--- config.mk ---
export PLATFORM = sky130hd
export DESIGN_NAME = mc_macrocell
export DESIGN_NICKNAME = d
export VERILOG_FILES = /design/src/rtl/mc_pkg.sv /design/src/rtl/mc_and_array.sv /design/src/rtl/mc_pt_steer.sv /design/src/rtl/mc_storage.sv /design/src/rtl/mc_macrocell.sv
export SDC_FILE = /design/constraint.sdc
export NUM_CORES = 1
export LEC_CHECK = 0
export BUFFER_PORTS_ARGS = -buffer_cell sky130_fd_sc_hd__buf_2
export CAP_MARGIN = 20
export CELL_PAD_IN_SITES_DETAIL_PLACEMENT = 1
export CELL_PAD_IN_SITES_GLOBAL_PLACEMENT = 1
export CORE_AREA = 2 2 294 296
export DETAILED_ROUTE_END_ITERATION = 8
export DIE_AREA = 0 0 296 298
export HOLD_SLACK_MARGIN = 0.12
export MAX_ROUTING_LAYER = met4
export PLACE_DENSITY_LB_ADDON = 0.1
export SLEW_MARGIN = 10
export SYNTH_ARGS = -nofsm -noshare
export SYNTH_HDL_FRONTEND = slang
export SYNTH_SLANG_ARGS = --single-unit
--- constraint.sdc ---
create_clock -name clk -period 3 [get_ports clk]
set_input_delay 0.3 -clock clk [delete_from_list [all_inputs] [get_ports clk]]
set_output_delay 0.3 -clock clk [all_outputs]
set_load 0.05 [all_outputs]
--- src/rtl/mc_pkg.sv ---
package mc_pkg;

  localparam int STEER_W = 3;

  typedef enum logic [STEER_W-1:0] {
    ST_SUM  = 3'd0,
    ST_CLR  = 3'd1,
    ST_PRE  = 3'd2,
    ST_CLK  = 3'd3,
    ST_ENA  = 3'd4,
    ST_LEND = 3'd5,
    ST_NC6  = 3'd6,
    ST_NC7  = 3'd7
  } steer_e;

  typedef struct packed {
    logic clr;
    logic pre;
    logic clk;
    logic ena;
    logic ena_used;
  } ctl_t;

  function automatic int sel_width(input int n);
    return (n <= 2) ? 1 : $clog2(n);
  endfunction

endpackage

--- src/rtl/mc_and_array.sv ---
module mc_and_array #(
  parameter int NIN = 65,
  parameter int NPT = 5
) (
  input  logic [NIN-1:0]       bus,
  input  logic [NPT*2*NIN-1:0] mask,
  output logic [NPT-1:0]       pt
);
  localparam int LW = 2 * NIN;

  logic [LW-1:0] lit;

  always_comb begin
    for (int i = 0; i < NIN; i++) begin
      lit[2*i]   = bus[i];
      lit[2*i+1] = ~bus[i];
    end
  end

  for (genvar t = 0; t < NPT; t++) begin : g_term
    logic [LW-1:0] sel;
    assign sel   = mask[t*LW +: LW];
    // an unprogrammed term must not read as a constant 1
    assign pt[t] = (|sel) & (&(lit | ~sel));
  end
endmodule

--- src/rtl/mc_pt_steer.sv ---
module mc_pt_steer
  import mc_pkg::*;
#(
  parameter int NPT = 5,
  parameter int SW  = 3
) (
  input  logic [NPT-1:0]         pt,
  input  logic [NPT*STEER_W-1:0] steer,
  input  logic [SW-1:0]          sexp_sel,
  input  logic                   pexp_in,
  input  logic                   chain_pass,
  output logic                   sum,
  output ctl_t                   ctl,
  output logic                   sexp_out,
  output logic                   pexp_out
);
  logic [NPT-1:0] to_sum, to_clr, to_pre, to_clk, to_ena, to_lend, has_ena;

  for (genvar t = 0; t < NPT; t++) begin : g_route
    steer_e code;
    assign code       = steer_e'(steer[t*STEER_W +: STEER_W]);
    assign to_sum[t]  = pt[t] & (code == ST_SUM);
    assign to_clr[t]  = pt[t] & (code == ST_CLR);
    assign to_pre[t]  = pt[t] & (code == ST_PRE);
    assign to_clk[t]  = pt[t] & (code == ST_CLK);
    assign to_ena[t]  = pt[t] & (code == ST_ENA);
    assign to_lend[t] = pt[t] & (code == ST_LEND);
    assign has_ena[t] = (code == ST_ENA);
  end

  assign sum          = (|to_sum) | (pexp_in & ~chain_pass);
  assign pexp_out     = (|to_lend) | (pexp_in & chain_pass);
  assign ctl.clr      = |to_clr;
  assign ctl.pre      = |to_pre;
  assign ctl.clk      = |to_clk;
  assign ctl.ena      = |to_ena;
  assign ctl.ena_used = |has_ena;

  always_comb begin
    sexp_out = 1'b1;
    for (int t = 0; t < NPT; t++) begin
      if (sexp_sel == SW'(t)) sexp_out = ~pt[t];
    end
  end
endmodule

--- src/rtl/mc_storage.sv ---
module mc_storage
  import mc_pkg::*;
(
  input  logic       clk,
  input  logic       rst,
  input  logic [1:0] clk_src,
  input  logic [1:0] gclk,
  input  logic       clr_src,
  input  logic       gclr,
  input  ctl_t       ctl,
  input  logic       t_mode,
  input  logic       din,
  output logic       q,
  output logic       clk_edge,
  output logic       clr_act,
  output logic       pre_act,
  output logic       ena_act
);
  logic src, src_q;

  always_comb begin
    case (clk_src)
      2'd0:    src = gclk[0];
      2'd1:    src = gclk[1];
      default: src = ctl.clk;
    endcase
  end

  always_ff @(posedge clk) begin
    if (rst) src_q <= 1'b0;
    else     src_q <= src;
  end

  assign clk_edge = src & ~src_q;
  assign clr_act  = clr_src ? ctl.clr : gclr;
  assign pre_act  = ctl.pre;
  assign ena_act  = ctl.ena_used ? ctl.ena : 1'b1;

  always_ff @(posedge clk) begin
    if (rst)                       q <= 1'b0;
    else if (clr_act)              q <= 1'b0;
    else if (pre_act)              q <= 1'b1;
    else if (clk_edge && ena_act)  q <= t_mode ? (q ^ din) : din;
  end
endmodule

--- src/rtl/mc_macrocell.sv ---
module mc_macrocell
  import mc_pkg::*;
#(
  parameter int NROW = 33,
  parameter int NFB  = 16,
  parameter int NSX  = 16,
  parameter int NPT  = 5,
  localparam int NIN     = NROW + NFB + NSX,
  localparam int SW      = mc_pkg::sel_width(NPT),
  localparam int O_SEL   = 7,
  localparam int O_STEER = O_SEL + SW,
  localparam int O_MASK  = O_STEER + NPT * mc_pkg::STEER_W,
  localparam int CFG_W   = O_MASK + NPT * 2 * NIN
) (
  input  logic             clk,
  input  logic             rst,
  input  logic [CFG_W-1:0] cfg,
  input  logic [NROW-1:0]  row_in,
  input  logic [NFB-1:0]   lfb_in,
  input  logic [NSX-1:0]   shx_in,
  input  logic [1:0]       gclk,
  input  logic             gclr,
  input  logic             pexp_in,
  output logic             mc_out,
  output logic             lfb_out,
  output logic             sexp_out,
  output logic             pexp_out
);
  logic       chain_pass, clr_src, byp, t_mode, inv;
  logic [1:0] clk_src;
  logic [SW-1:0] sexp_sel;
  logic [NIN-1:0] bus;
  logic [NPT-1:0] pt;
  logic sum, xr, reg_q, clk_edge, clr_act, pre_act, ena_act;
  ctl_t ctl;

  assign chain_pass = cfg[0];
  assign clr_src    = cfg[1];
  assign clk_src    = cfg[3:2];
  assign byp        = cfg[4];
  assign t_mode     = cfg[5];
  assign inv        = cfg[6];
  assign sexp_sel   = cfg[O_SEL +: SW];
  assign bus        = {shx_in, lfb_in, row_in};

  mc_and_array #(.NIN(NIN), .NPT(NPT)) and_i (
    .bus  (bus),
    .mask (cfg[O_MASK +: NPT*2*NIN]),
    .pt   (pt)
  );

  mc_pt_steer #(.NPT(NPT), .SW(SW)) steer_i (
    .pt         (pt),
    .steer      (cfg[O_STEER +: NPT*STEER_W]),
    .sexp_sel   (sexp_sel),
    .pexp_in    (pexp_in),
    .chain_pass (chain_pass),
    .sum        (sum),
    .ctl        (ctl),
    .sexp_out   (sexp_out),
    .pexp_out   (pexp_out)
  );

  assign xr = sum ^ inv;

  mc_storage reg_i (
    .clk      (clk),
    .rst      (rst),
    .clk_src  (clk_src),
    .gclk     (gclk),
    .clr_src  (clr_src),
    .gclr     (gclr),
    .ctl      (ctl),
    .t_mode   (t_mode),
    .din      (xr),
    .q        (reg_q),
    .clk_edge (clk_edge),
    .clr_act  (clr_act),
    .pre_act  (pre_act),
    .ena_act  (ena_act)
  );

  assign mc_out  = byp ? xr : reg_q;
  assign lfb_out = mc_out;
endmodule

# Word level (Yosys, flattened, before mapping)

Index checks and enable logic that the tools add are counted.

Bits in registers: 2
Output and inout bits: 4

Eq/ne operators: 30
Multiplexer cells: 12
Bitwise gates (word level): 124
Reductions and logical operators: 27

Operator list:

| operator                                                              | count |
|---|---|
| 130-bit inverter                                                      | 5 |
| 130-bit OR                                                            | 5 |
| 130-bit AND reduction                                                 | 5 |
| 130-bit OR reduction                                                  | 5 |
| 1-bit inverter                                                        | 72 |
| 1-bit bitwise AND                                                     | 38 |
| 3-bit by 2-bit equality test with 1-bit output, second input constant | 12 |
| 5-bit OR reduction                                                    | 7 |
| 3-bit equality test, second input constant                            | 11 |
| 3-bit by 1-bit equality test with 1-bit output, second input constant | 6 |
| 3-bit logical NOT                                                     | 6 |
| 1-bit two-way mux                                                     | 11 |
| 2-bit by 1-bit equality test with 1-bit output, second input constant | 1 |
| 2-bit logical NOT                                                     | 1 |
| 1-bit OR                                                              | 2 |
| 1-bit case mux with 2 select lines                                    | 1 |
| 2-bit nonzero test                                                    | 1 |
| 2-bit OR reduction                                                    | 1 |
| 1-bit bitwise XOR                                                     | 2 |
| 1-bit logical AND                                                     | 1 |

# Logic depth before layout (Yosys ltp)

Depth after elaboration: 12
Depth in mapped cells: 12

# By module

A second synthesis with hierarchy kept.

Cell total of the unflattened synthesis: 808
Area total of the unflattened synthesis: 6239.7 sq um

Modules (own cells, without submodules):

| module       | times used | cells each | area an instance (sq um) | sequential area each (sq um) |
|---|---|---|---|---|
| mc_and_array | 1          | 730        | 5645.4                   | 0.0 |
| mc_pt_steer  | 1          | 57         | 400.4                    | 0.0 |
| mc_storage   | 1          | 18         | 162.7                    | 40.0 |
| mc_macrocell | 1          | 3          | 31.3                     | 0.0 |

# Worst setup path after synthesis

OpenSTA, ideal clock, no wires.

Kind: in2out
From: in cfg[341]
To: out mc_out
Arrival time: 2584 ps
Data required time: 2700 ps
Setup slack: 116 ps
Stages on the path: 9
Path buffers: 1
Cells stage by stage: or4_1 -> nor4_1 -> and3_1 -> nor4_1 -> a2111oi_0 -> nand2_1 -> xor2_4 -> mux2_2 -> buf_4

Longest elaborated chain between the ends: 9

RTL lines:

| item                   | line               | RTL |
|---|---|---|
| from (decl)            | mc_macrocell.sv:17 | `input logic [CFG_W-1:0] cfg,` |
| 130-bit inverter       | mc_and_array.sv:24 | `assign pt[t] = (\|sel) & (&(lit \| ~sel));` |
| 130-bit OR             | mc_and_array.sv:24 |  |
| 130-bit AND reduction  | mc_and_array.sv:24 |  |
| 1-bit bitwise AND (*)  | mc_and_array.sv:24 |  |
| 1-bit bitwise AND (*)  | mc_pt_steer.sv:22  | `assign to_sum[t] = pt[t] & (code == ST_SUM);` |
| 5-bit OR reduction (*) | mc_pt_steer.sv:31  | `assign sum = (\|to_sum) \| (pexp_in & ~chain_pass);` |
| 1-bit OR (*)           | mc_pt_steer.sv:31  |  |
| 1-bit bitwise XOR (*)  | mc_macrocell.sv:64 | `assign xr = sum ^ inv;` |
| 1-bit two-way mux (*)  | mc_macrocell.sv:83 | `assign mc_out = byp ? xr : reg_q;` |
| to (decl)              | mc_macrocell.sv:24 | `output logic mc_out,` |

Mark *: on every way between the ends. The rest lies on a longest branch, timed or not.

# Final worst setup path

From: in lfb_in[1]
To: out lfb_out

Longest elaborated chain between the ends: 9

RTL lines:

| item                   | line               | RTL |
|---|---|---|
| from (decl)            | mc_macrocell.sv:19 | `input logic [NFB-1:0] lfb_in,` |
| 1-bit inverter         | mc_and_array.sv:16 | `lit[2*i+1] = ~bus[i];` |
| 130-bit OR             | mc_and_array.sv:24 |  |
| 130-bit AND reduction  | mc_and_array.sv:24 |  |
| 1-bit bitwise AND      | mc_and_array.sv:24 |  |
| 1-bit bitwise AND      | mc_pt_steer.sv:22  |  |
| 5-bit OR reduction (*) | mc_pt_steer.sv:31  |  |
| 1-bit OR (*)           | mc_pt_steer.sv:31  |  |
| 1-bit bitwise XOR (*)  | mc_macrocell.sv:64 |  |
| 1-bit two-way mux (*)  | mc_macrocell.sv:83 |  |
| to (decl)              | mc_macrocell.sv:25 | `output logic lfb_out,` |

Marks and branches as above.

==> metrics.yaml <==
run_status:
  status: "finished with violations"
  violations: "setup timing"
power:
  seq_power_share: 0.010
  combPwrFrac: 0.921
  switching_power_mw: 1.34
  ir_worst_vdd_mv: 0.337
  p_int_mw: 1.54
  p_leak_nw: 9.06
  p_per_area_nw_per_um2: 155
  clkPwrFrac: 0.069
  swShare: 0.466
clock_tree:
  root_buffer: "clkbuf_16"
  tritoncts: "yes"
  cts_sinks: 2
  h-tree-depth: 1
  clk_pin_slew_ns: 0.03
  clk_latency_ns: 0.22
  cts-buffers-inserted: 3
  cts_hold_buf: 0
  clk_path_buf_depth: 2
placement:
  place_area_um2: 16700
  io_buffers: 749
  dp.cells: 3286
  place.gp.congestion: 0.917
  hpwl_um: 103000
setup_path:
  ff2ff_path_depth: 3
  cp.required_ns: 2.70
  crit_chain: "buf_16, mux2i_4, buf_6, nand4_1, nor4_4, buf_4, nand3_4, nor4_4, a2111oi_4, nand2_4, xor2_4, mux2_4, buf_8"
  worst_path_max_delay_cell: "nor4_4"
  arrival_ns: 2.93
  critPathLaunchType: "primary input"
  crit_type: "primary input to output pin"
  r2r-end: "reg_i.q"
  cpPeakStageDelay_ns: 0.57
  r2r_start: "reg_i.src_q"
  cp_max_fo: 6
  crit_path_end_kind: "output pin"
  cp_common_cell: "nor4_4"
  r2r_slack_ns: 2.11
floorplanning:
  die_area_um2: 88200
  top_level_ports: 750
  die_x_um: 296
  start_util: 0.0753
  core_area_um2: 84900
  fp-row-count: 107
  die_y_um: 298
grt:
  grt_max_degree: 7
  grt_pass1_vias: 14847
  grtUsageMet3: 0.0500
  grt.met1_usage: 0.291
  grt_pass1_wl_um: 141000
  antenna_found_initial: 44
  grt_overflow: 0
  use_met2: 0.441
  grt_usage: 0.250
  grt-busiest-layer: "met2"
min_path:
  min_to: "reg_i.src_q"
  hold_class: "primary input to flop"
  hp-start: "rst"
  min_path_cells: 2
synth:
  synth_nets: 1569
  ys_ff_latch: 2
  synth_edf_count: 0
  synth_area_leaders: "mux2i_1 (51%), nor4_1 (18%), nand4_1 (11%)"
  ys.flop_type: "dfxtp_1"
  syn_avg_cell_area_um2: 7.77
  synth-async-reset-ratio: 0
  yosys.area.top_type: "mux2i_1"
  synth_area_um2: 6390
  synth-warning-count: 0
  synth.distinct_cells: 50
  synth.top_cell.area_share: 0.512
  synth-seq-area-share: 0.00626
  postSynthCellCount: 823
timing:
  period_needed_ns: 3.23
  slew_viol_final: 0
  fin_crit_sh: 1.08
  grt_setup_unrepaired: "yes"
  setup_viol: 4
  fmax_ghz: 0.310
  hold_viol: 0
  relSlewSlack: 0.619
  skew_ns: 0.00132
  worst_pin_slew_ns: 0.555
  worst_slack_ns: -0.227
  hold-worst-slack_ns: 0.267
job:
  drv_cap: 0
route:
  wirelength_um: 113000
  drc: 0
  drtAntennaViolNets: 0
  via_per_inst: 3.95
  vias: 13244
  drtIter0Drc: 552
  wl_per_cell_um: 33.6
  drt_first_pass_iters: 4
cells_and_area:
  fin_cells: 3355
  fill_cells: 10217
  drive_gt1_frac: 0.710
  nets: 2912
  final_core_util: 0.219
  area_growth_pct: 190
  final_area_um2: 18600
## worst max-delay path: cells and delay by family
kind                   cells  cell delay (ns)
AND/OR/NAND/NOR            5             1.32
AO/OA/AOI/OAI              1             0.08
buffers and inverters      4             0.60
XOR/XNOR                   1             0.07
multiplexers               2             0.53
## layout by cell type (no fill, tap or decap), drive strengths merged, types with 2 or more instances in the layout
cell and instances:
buf 1400, mux2i 327, nor4 187, nand4 111, diode 47, nand2 20
nand3 19, nor2 15, nor3 13, clkbuf 8, and3 7, or3 6
or4 5, inv 4, nor3b 4, nor2b 3, a21oi 3, nand4b 3
a31oi 3, a41oi 2, dfxtp 2, mux2 2, a211oi 2
## how the worst max path moves through the flow
stage	startpoint	endpoint	slack [ns]	cells past startpoint
2_1_floorplan	cfg[341]	mc_out	0.12	9
3_3_place_gp	shx_in[7]	lfb_out	-1.44	14
3_5_place_dp	shx_in[7]	lfb_out	-1.39	14
4_1_cts	lfb_in[1]	sexp_out	-0.27	15
5_1_grt	shx_in[11]	mc_out	-0.31	12
6_report	lfb_in[1]	lfb_out	-0.23	13
## area by class of cell
type / instances / area (µm²) / area share
Inverter: 4 / 15.0 / 0.000809
Timing Repair Buffer: 1405 / 9900 / 0.533
Sequential cell: 2 / 40.0 / 0.00216
Antenna cell: 47 / 118 / 0.00634
Multi-Input combinational cell: 750 / 6990 / 0.376
Tap cell: 1144 / 1430 / 0.0771
Clock buffer: 3 / 75.1 / 0.00404
## synthesized netlist by cell type, types with 2 or more instances
library cell	count
clkbuf_1	30
nand4_1	111
buf_6	13
a31oi_1	3
a21oi_1	3
buf_1	2
nor3_1	12
nand4b_1	3
nand3_1	18
buf_4	3
nor2b_1	3
nor3b_1	4
mux2_2	2
nor4_1	186
dfxtp_1	2
and3_1	7
inv_1	4
buf_2	18
or4_1	5
or3_1	5
a41oi_2	2
mux2i_1	327
nand2_1	20
nor2_1	14
## per-layer routing
layer / vias to the layer above / routed length (µm)
met5: - / 0
met4: 0 / 2910
met3: 63 / 6650
met2: 521 / 56400
li1: 6230 / -
met1: 6430 / 46700
## kinds of logic (layout without fill, tap and decap cells)
| group | count (synthesis) | in the layout | share of synthesized area |
|---|---|---|---|
| XOR/XNOR | 1 | 1 | 0.00431 |
| multiplexers | 329 | 329 | 0.516 |
| flip-flops | 2 | 2 | 0.00626 |
| other | 0 | 47 | 0 |
| AO/OA/AOI/OAI | 20 | 20 | 0.0286 |
| AND/OR/NAND/NOR | 400 | 400 | 0.383 |
| buffers and inverters | 71 | 1412 | 0.0625 |
## timing repair
action	in CTS	in global routing
gates resized for setup	140	159
pin swaps	24	54
setup buffers	4	18
setup endpoints to repair	6	6
## state kept, by name (all words and copies together), names as in the netlist
signal       flops
reg_i.src_q      1
reg_i.q          1
## stage by stage
| stage | setup WS, ns | TNS [ns] | power (mW) |
|---|---|---|---|
| after floorplan | 0.116 | 0 | 0.533 |
| after global placement | -1.44 | -6.39 | 2.50 |
| after detailed placement | -1.39 | -6.24 | 2.49 |
| after CTS | -0.266 | -1.07 | 2.80 |
| after global routing | -0.314 | -1.00 | 3.01 |
| final | -0.227 | -0.569 | 2.88 |
## power groups by stage
stage	combinational (mW)	clock, mW	sequential (mW)
3_3_place_gp	2.47	0	0.0293
2_1_floorplan	0.504	0	0.0290
4_1_cts	2.57	0.200	0.0291
5_1_grt	2.78	0.205	0.0291
3_5_place_dp	2.46	0	0.0294
6_report	2.65	0.198	0.0291
Note: power is estimated with default switching activity, not from simulation.
